### src/rtl/csc_pkg.sv
package csc_pkg;

    typedef enum logic [1:0] {
        M_SOFT_A   = 2'b00,
        M_SOFT_B   = 2'b01,
        M_DEADBAND = 2'b10,
        M_CYCPOINT = 2'b11
    } corr_mode_e;

    typedef struct packed {
        logic pol;
        logic smp;
    } phase_state_t;

    function automatic logic mode_senses(corr_mode_e m);
        return m[1];
    endfunction

    function automatic logic both_off(logic hi, logic lo);
        return !hi && !lo;
    endfunction

endpackage

### src/rtl/csc_cycle_tick.sv
module csc_cycle_tick #(
    parameter int CW = 8
) (
    input  logic          clk,
    input  logic          rst,
    input  logic          center,
    input  logic [CW-1:0] count,
    input  logic [CW-1:0] modulus,
    output logic          hit
);
    logic [CW-1:0] prev_q;
    logic          peak;
    logic          wrap;

    always_ff @(posedge clk) begin
        if (rst) prev_q <= '0;
        else     prev_q <= count;
    end

    always_comb begin
        peak = (count == modulus);
        wrap = (count < prev_q);
        hit  = center ? peak : wrap;
    end

endmodule

### src/rtl/csc_phase.sv
module csc_phase
    import csc_pkg::*;
#(
    parameter int DW = 8
) (
    input  logic          clk,
    input  logic          rst,
    input  corr_mode_e    mode,
    input  logic          hit,
    input  logic          top_on,
    input  logic          bot_on,
    input  logic          sense,
    input  logic          sw_pol,
    input  logic          upd,
    input  logic [DW-1:0] duty_even,
    input  logic [DW-1:0] duty_odd,
    output logic          pol_q,
    output logic [DW-1:0] duty_q
);
    phase_state_t st_q;
    logic         cap_en;
    logic         pick;

    always_comb begin
        unique case (mode)
            M_DEADBAND: cap_en = both_off(top_on, bot_on);
            M_CYCPOINT: cap_en = hit;
            default:    cap_en = 1'b0;
        endcase
        pick = mode_senses(mode) ? st_q.smp : sw_pol;
    end

    always_ff @(posedge clk) begin
        if (rst) begin
            st_q   <= '0;
            duty_q <= '0;
        end else begin
            if (cap_en) st_q.smp <= sense;
            if (upd) begin
                st_q.pol <= pick;
                duty_q   <= pick ? duty_odd : duty_even;
            end
        end
    end

    assign pol_q = st_q.pol;

    p_reset_r1: assert property (@(posedge clk) $past(rst) |-> (pol_q == 1'b0 && duty_q == '0));

    p_soft_r2: assert property (@(posedge clk) disable iff (rst)
        (upd && !mode[1]) |=> (pol_q == $past(sw_pol)));

    p_dt_cap_r3: assert property (@(posedge clk) disable iff (rst)
        (mode == M_DEADBAND && !top_on && !bot_on) |=> (st_q.smp == $past(sense)));

    p_dt_hold_r4: assert property (@(posedge clk) disable iff (rst)
        (mode == M_DEADBAND && (top_on || bot_on)) |=> $stable(st_q.smp));

    p_cyc_cap_r5: assert property (@(posedge clk) disable iff (rst)
        (mode == M_CYCPOINT && hit) |=> (st_q.smp == $past(sense)));

    p_duty_r8: assert property (@(posedge clk) disable iff (rst)
        upd |=> (duty_q == (pol_q ? $past(duty_odd) : $past(duty_even))));

    p_hold_r8: assert property (@(posedge clk) disable iff (rst)
        !upd |=> ($stable(pol_q) && $stable(duty_q)));

    p_soft_nowrite_r10: assert property (@(posedge clk) disable iff (rst)
        !mode[1] |=> $stable(st_q.smp));

endmodule

### src/rtl/deadtime_corr_sel.sv
module deadtime_corr_sel
    import csc_pkg::*;
#(
    parameter int NPH = 3,
    parameter int CW  = 8,
    parameter int DW  = 8
) (
    input  logic              clk,
    input  logic              rst,
    input  logic [1:0]        method,
    input  logic              center,
    input  logic [CW-1:0]     count,
    input  logic [CW-1:0]     modulus,
    input  logic [NPH-1:0]    top_on,
    input  logic [NPH-1:0]    bot_on,
    input  logic [NPH-1:0]    sense,
    input  logic [NPH-1:0]    sw_pol,
    input  logic              duty_upd,
    input  logic [NPH*DW-1:0] duty_even,
    input  logic [NPH*DW-1:0] duty_odd,
    output logic [NPH-1:0]    corr_pol,
    output logic [NPH*DW-1:0] duty_out
);
    localparam int DTOT = NPH * DW;

    corr_mode_e mode;
    logic       hit;

    assign mode = corr_mode_e'(method);

    csc_cycle_tick #(.CW(CW)) u_tick (
        .clk     (clk),
        .rst     (rst),
        .center  (center),
        .count   (count),
        .modulus (modulus),
        .hit     (hit)
    );

    for (genvar i = 0; i < NPH; i++) begin : g_ph
        csc_phase #(.DW(DW)) u_ph (
            .clk       (clk),
            .rst       (rst),
            .mode      (mode),
            .hit       (hit),
            .top_on    (top_on[i]),
            .bot_on    (bot_on[i]),
            .sense     (sense[i]),
            .sw_pol    (sw_pol[i]),
            .upd       (duty_upd),
            .duty_even (duty_even[i*DW +: DW]),
            .duty_odd  (duty_odd[i*DW +: DW]),
            .pol_q     (corr_pol[i]),
            .duty_q    (duty_out[i*DW +: DW])
        );
    end

    p_width_r8: assert property (@(posedge clk) disable iff (rst)
        (duty_upd && !method[1]) |=> (duty_out[DTOT-1 -: DW] ==
            (corr_pol[NPH-1] ? $past(duty_odd[DTOT-1 -: DW]) : $past(duty_even[DTOT-1 -: DW]))));

endmodule

### config.mk
export PLATFORM = sky130hd
export DESIGN_NAME = deadtime_corr_sel
export DESIGN_NICKNAME = d
export VERILOG_FILES = /design/src/rtl/csc_pkg.sv /design/src/rtl/csc_cycle_tick.sv /design/src/rtl/csc_phase.sv /design/src/rtl/deadtime_corr_sel.sv
export SDC_FILE = /design/constraint.sdc
export NUM_CORES = 1
export LEC_CHECK = 0
export BUFFER_PORTS_ARGS = -buffer_cell sky130_fd_sc_hd__buf_2
export CORE_ASPECT_RATIO = 0.8
export CORE_UTILIZATION = 47
export DETAILED_ROUTE_END_ITERATION = 12
export HOLD_SLACK_MARGIN = 0.06
export PLACE_DENSITY_LB_ADDON = 0.2
export SKIP_CTS_REPAIR_TIMING = 1
export SYNTH_ARGS = -nofsm -noshare
export SYNTH_HDL_FRONTEND = slang
export SYNTH_SLANG_ARGS = --single-unit
### constraint.sdc
create_clock -name clk -period 2.8 [get_ports clk]
set_clock_uncertainty 0.15 [all_clocks]
set_input_delay 0.56 -clock clk [delete_from_list [all_inputs] [get_ports clk]]
set_output_delay 0.56 -clock clk [all_outputs]
set_load 0.005 [all_outputs]
== Word level (Yosys, flattened, before mapping) ==
Cells that the tools add are included.

* $add $sub $neg: 0
* Multiply operators: 0
* Divide/modulo/power cells: 0
* $lt $le $gt $ge: 1
* Eq/ne operators: 3
* Shift operators: 0
* Muxes and demuxes: 10
* Bitwise logic cells: 0
* Reduce and logical (&&, ||, !) cells: 9

{| class="wikitable"
|+ Operators by type and width
! cell !! number
|-
| $mux W8 || 3
|-
| $eq A8 B8 Y1 || 1
|-
| $lt A8 B8 Y1 || 1
|-
| $logic_not A1 Y1 || 6
|-
| $pmux W1 S2 || 3
|-
| $eq A2 B2 Y1 const B || 2
|-
| $mux W1 || 4
|-
| $logic_and A1 B1 Y1 || 3
|}

* Register bits: 38
* Bits in latches: 0
* Bits in writable memories: 0
* ROM bits: 0
* Input bits: 82
* Output and inout bits: 27
* Word-level logic and storage cells: 33
* Memories: 0

== Depth between registers and ports, before layout ==
* Depth in word-level cells: 3
* Gate-level depth with buffers: 7
* Gate-level depth less buffers: 7

== Cells and area by module ==
A second synthesis with hierarchy kept.

* Cell total of the unflattened synthesis: 190
* Area, all modules: 1876.8 µm²

{| class="wikitable"
|+ Modules (own cells, without submodules)
! module !! times used !! cells each !! area an instance (µm²) !! seq. area each (µm²)
|-
| csc_phase || 3 || 46 || 455.4 || 200.2
|-
| csc_cycle_tick || 1 || 52 || 510.5 || 160.2
|}

== Worst setup path after synthesis ==
No wires, ideal clock.

* Path type: input to register
* Start: input port count[5]
* End: register g_ph[0].u_ph.st_q[0] (netlist bit)
* Setup time: 0.070 ns
* Arrival: 1.782 ns
* Required time: 2.580 ns
* Setup slack: 0.798 ns
* Stages on the path: 6
* Path buffers: 0
* Path through: ha_1 -> a211oi_1 -> o2111ai_2 -> a21oi_2 -> or4b_1 -> a21oi_1

* Longest elaborated chain between the ends: 3
* Elaborated cells between the ends (all ways): 4
* Classes of those cells: order compare (1); eq/ne (1); mux (2)

{| class="wikitable"
|+ Ends and longest elaborated chain
! what !! line !! RTL
|-
| start: declaration || deadtime_corr_sel.sv:12 || <nowiki>input logic [CW-1:0] count,</nowiki>
|-
| $lt A8 B8 Y1 or $eq A8 B8 Y1 (tied branches) || csc_cycle_tick.sv:22, csc_cycle_tick.sv:21 ||
|-
| $mux W1 (*) || csc_cycle_tick.sv:23 || <nowiki>hit = center ? peak : wrap;</nowiki>
|-
| $pmux W1 S2 (*) || csc_phase.sv:25 || <nowiki>unique case (mode)</nowiki>
|-
| end: declaration || csc_phase.sv:20 || <nowiki>phase_state_t st_q;</nowiki>
|}

Mark *: on every way between the ends. The rest lies on a longest branch, timed or not.
A chain may end at the register's enable or synchronous reset.

== Worst setup path after layout ==
* Start: input port count[5]
* End: register g_ph[2].u_ph.st_q[0] (netlist bit)

* Longest elaborated chain between the ends: 3
* Elaborated cells between the ends (all ways): 4
* Classes of those cells: order compare (1); eq/ne (1); mux (2)

{| class="wikitable"
|+ Ends and longest elaborated chain
! what !! line
|-
| $lt A8 B8 Y1 or $eq A8 B8 Y1 (tied branches) || csc_cycle_tick.sv:22, csc_cycle_tick.sv:21
|-
| $mux W1 (*) || csc_cycle_tick.sv:23
|-
| $pmux W1 S2 (*) || csc_phase.sv:25
|-
| end: declaration || csc_phase.sv:20
|}

Marks and branches as above.

==> impl_metrics.ini <==
[floorplan]
fp.dieH_um = 58.5
die_width_um = 72.7
io_pins = 109
core-area_um2 = 3800
rows = 20
start_util_pct = 49.3
die_area_um2 = 4250

[cts]
clockRootBuffer = clkbuf_8
cts_buffers = 5
htree_levels = 2
clock_latency_ns = 0.28
cts_tree = yes
cts_num_sinks = 38
clkSlewWorstSetupHoldPaths_ns = 0.07
clock_path_buffers = 2

[critical_path]
critPathRequiredTime_ns = 2.85
critPathMaxFanout = 6
critPathKind = in -> reg
r2r-end = g_ph[2].u_ph.st_q[0]
critPathLaunchType = primary input
crit_end = g_ph[2].u_ph.st_q[0]
r2r_slack_ns = 0.92
setup.worst_path.end_class = flip-flop
reg2reg_depth = 7
reg2reg_from = u_tick.prev_q[5]
cp_data_arrival_time_ns = 2.00
cp-startpoint = count[5]

[grt]
grt_max_degree = 55
grt_pass1_vias = 1456
grt_first_pass_wirelength_um = 6360
antenna_found_initial = 0
track_usage_pct = 19.5
grt_overflow = 0

[layout]
antenna_cells = 0
fillers = 343
layout-drive-gt1-share_pct = 42.0
fin_nets = 383
area_growth_pct = 33.9
design_area_um2 = 2510
final_common_cell = buf_2
final_cell_mix = 108 x buf_2, 38 x dfxtp_1, 29 x nor2_1, 29 x a211oi_1, 24 x mux2i_1

[routing]
ant_nets = 0
dr.pass1.iters = 4
wl_per_cell_um = 11.7
totalWireLength_um = 4080
routed_via_density = 4.81
drc_errors = 0
vias = 1684
drt_iter0_drc = 66

[synth]
netlist_instances = 192
yosys_warnings = 0
mappedNetlistNets = 281
synthTopCellsByArea = dfxtp_1 41%, mux2i_1 13%, a211oi_1 12%, nor2_1 5.8%, ha_1 4.7%
synthXorXnorAreaFrac_pct = 3.73
synth-simple-area-share_pct = 13.9
netlist_area_um2 = 1880
synth_top_family_by_area = multiplexers
yosysUniqueCellTypes = 26
syn_area_per_cell_um2 = 9.78
synth_top_area_share_pct = 40.5
yosys.area.top_type = dfxtp_1
async_flop_share_pct = 0
synth-edff-count = 0
synth_adder_area_share_pct = 4.67
synthMuxAreaShare_pct = 16.4
ys_ff_latch = 38
ys.flop_type = dfxtp_1
seq_area_frac_synth_pct = 40.5
synth_compound_area_share_pct = 15.6

[timing]
worst_pin_slew_ns = 0.695
setup_violations = 0
period_share_pct = 69.5
rsz0062_at_grt = false
slew_headroom_pct = 53.7
period_needed_ns = 1.95
slew_viol_final = 0
fin_setup_tns_ns = 0
fmaxAchievable_mhz = 514
hold_viol_final = 0

[placement]
place.port_buffers = 108
place_area_um2 = 2420
gp_congestion = 0.772
dp_hpwl_um = 3170

[worst_hold_path]
hold_path_class = reg -> reg

[pwr]
power.density_nw_per_um2 = 483
vdd_drop_max_v = 0.000303
leakage_uw = 0.00125

[run_status]
status = complete, no violations

[run]
drv_cap = 0
-- final cells by class --
type	instances	area, µm²	area share [%]
Inverter	7	26.3	1.05
Tap cell	55	68.8	2.74
Timing Repair Buffer	109	548	21.8
Clock inverter	1	5.00	0.199
Multi-Input combinational cell	133	1020	40.5
Clock buffer	7	86.3	3.43
Sequential cell	38	761	30.3
-- flip-flops by register name, indices dropped and copies added (netlist names) --
register,count
g_ph.u_ph.duty_q,24
u_tick.prev_q,8
g_ph.u_ph.pol_q,3
g_ph.u_ph.st_q,3
-- synth_stat cells, types with 7 or more instances --
cell type   n
a211oi_1   29
clkbuf_1   10
dfxtp_1    38
ha_1        7
inv_1       7
mux2i_1    24
nor2_1     29
nor2b_1     9
xnor2_1     8
-- how the worst min path moves through the flow --
stage | depth (start not counted) | end | start | slack (ns)
6_report | 2 | g_ph[0].u_ph.duty_q[7] | g_ph[0].u_ph.duty_q[7] | 0.33
4_1_cts | 2 | g_ph[2].u_ph.duty_q[7] | g_ph[2].u_ph.duty_q[7] | 0.33
2_1_floorplan | 2 | g_ph[0].u_ph.pol_q | g_ph[0].u_ph.pol_q | 0.31
3_5_place_dp | 2 | g_ph[2].u_ph.duty_q[7] | g_ph[2].u_ph.duty_q[7] | 0.32
5_1_grt | 2 | g_ph[1].u_ph.duty_q[2] | g_ph[1].u_ph.duty_q[2] | 0.35
3_3_place_gp | 2 | g_ph[2].u_ph.duty_q[0] | g_ph[2].u_ph.duty_q[0] | 0.32
-- worst max-delay path: stages --
cell,delay (ns)
buf_2,0.12
ha_1,0.29
a211oi_1,0.08
o2111ai_2,0.20
a21oi_2,0.09
or4b_1,0.52
a21oi_1,0.14
-- power by group --
group | leakage, µW | internal, µW | switching [µW] | total, µW
Sequential | 0.000316 | 578 | 16.6 | 594
Combinational | 0.000885 | 128 | 115 | 242
Clock | 0.0000482 | 199 | 178 | 377
-- metrics by stage --
stage                     power, µW  util [%]  cells  hold slack [ns]  worst slack [ns]
after detailed placement        851      63.7    342            0.325             0.581
after floorplan                 744         -    192            0.313             0.798
after global placement          846      63.7    342            0.319             0.615
after CTS                      1230      66.1    350            0.334             0.882
final                          1210      66.1    350            0.330             0.853
after global routing           1290      66.1    350            0.352             0.766
-- metal layers --
layer | up-vias | global-route usage (%) | wire [µm]
met4 | 0 | 5.88 | 31
met3 | 4 | 5.99 | 302
met1 | 728 | 25.4 | 1930
met5 | - | 0 | 0
li1 | 885 | - | -
met2 | 67 | 31.4 | 1810
-- cells by family (layout without fill, tap and decap cells) --
group	after synthesis	in the layout
xor+xnor	8	8
flops	38	38
buf+inv	21	124
compound gates	39	39
fa+ha+maj	7	7
simple gates	52	52
mux	27	27
(Power assumes the default switching activity.)
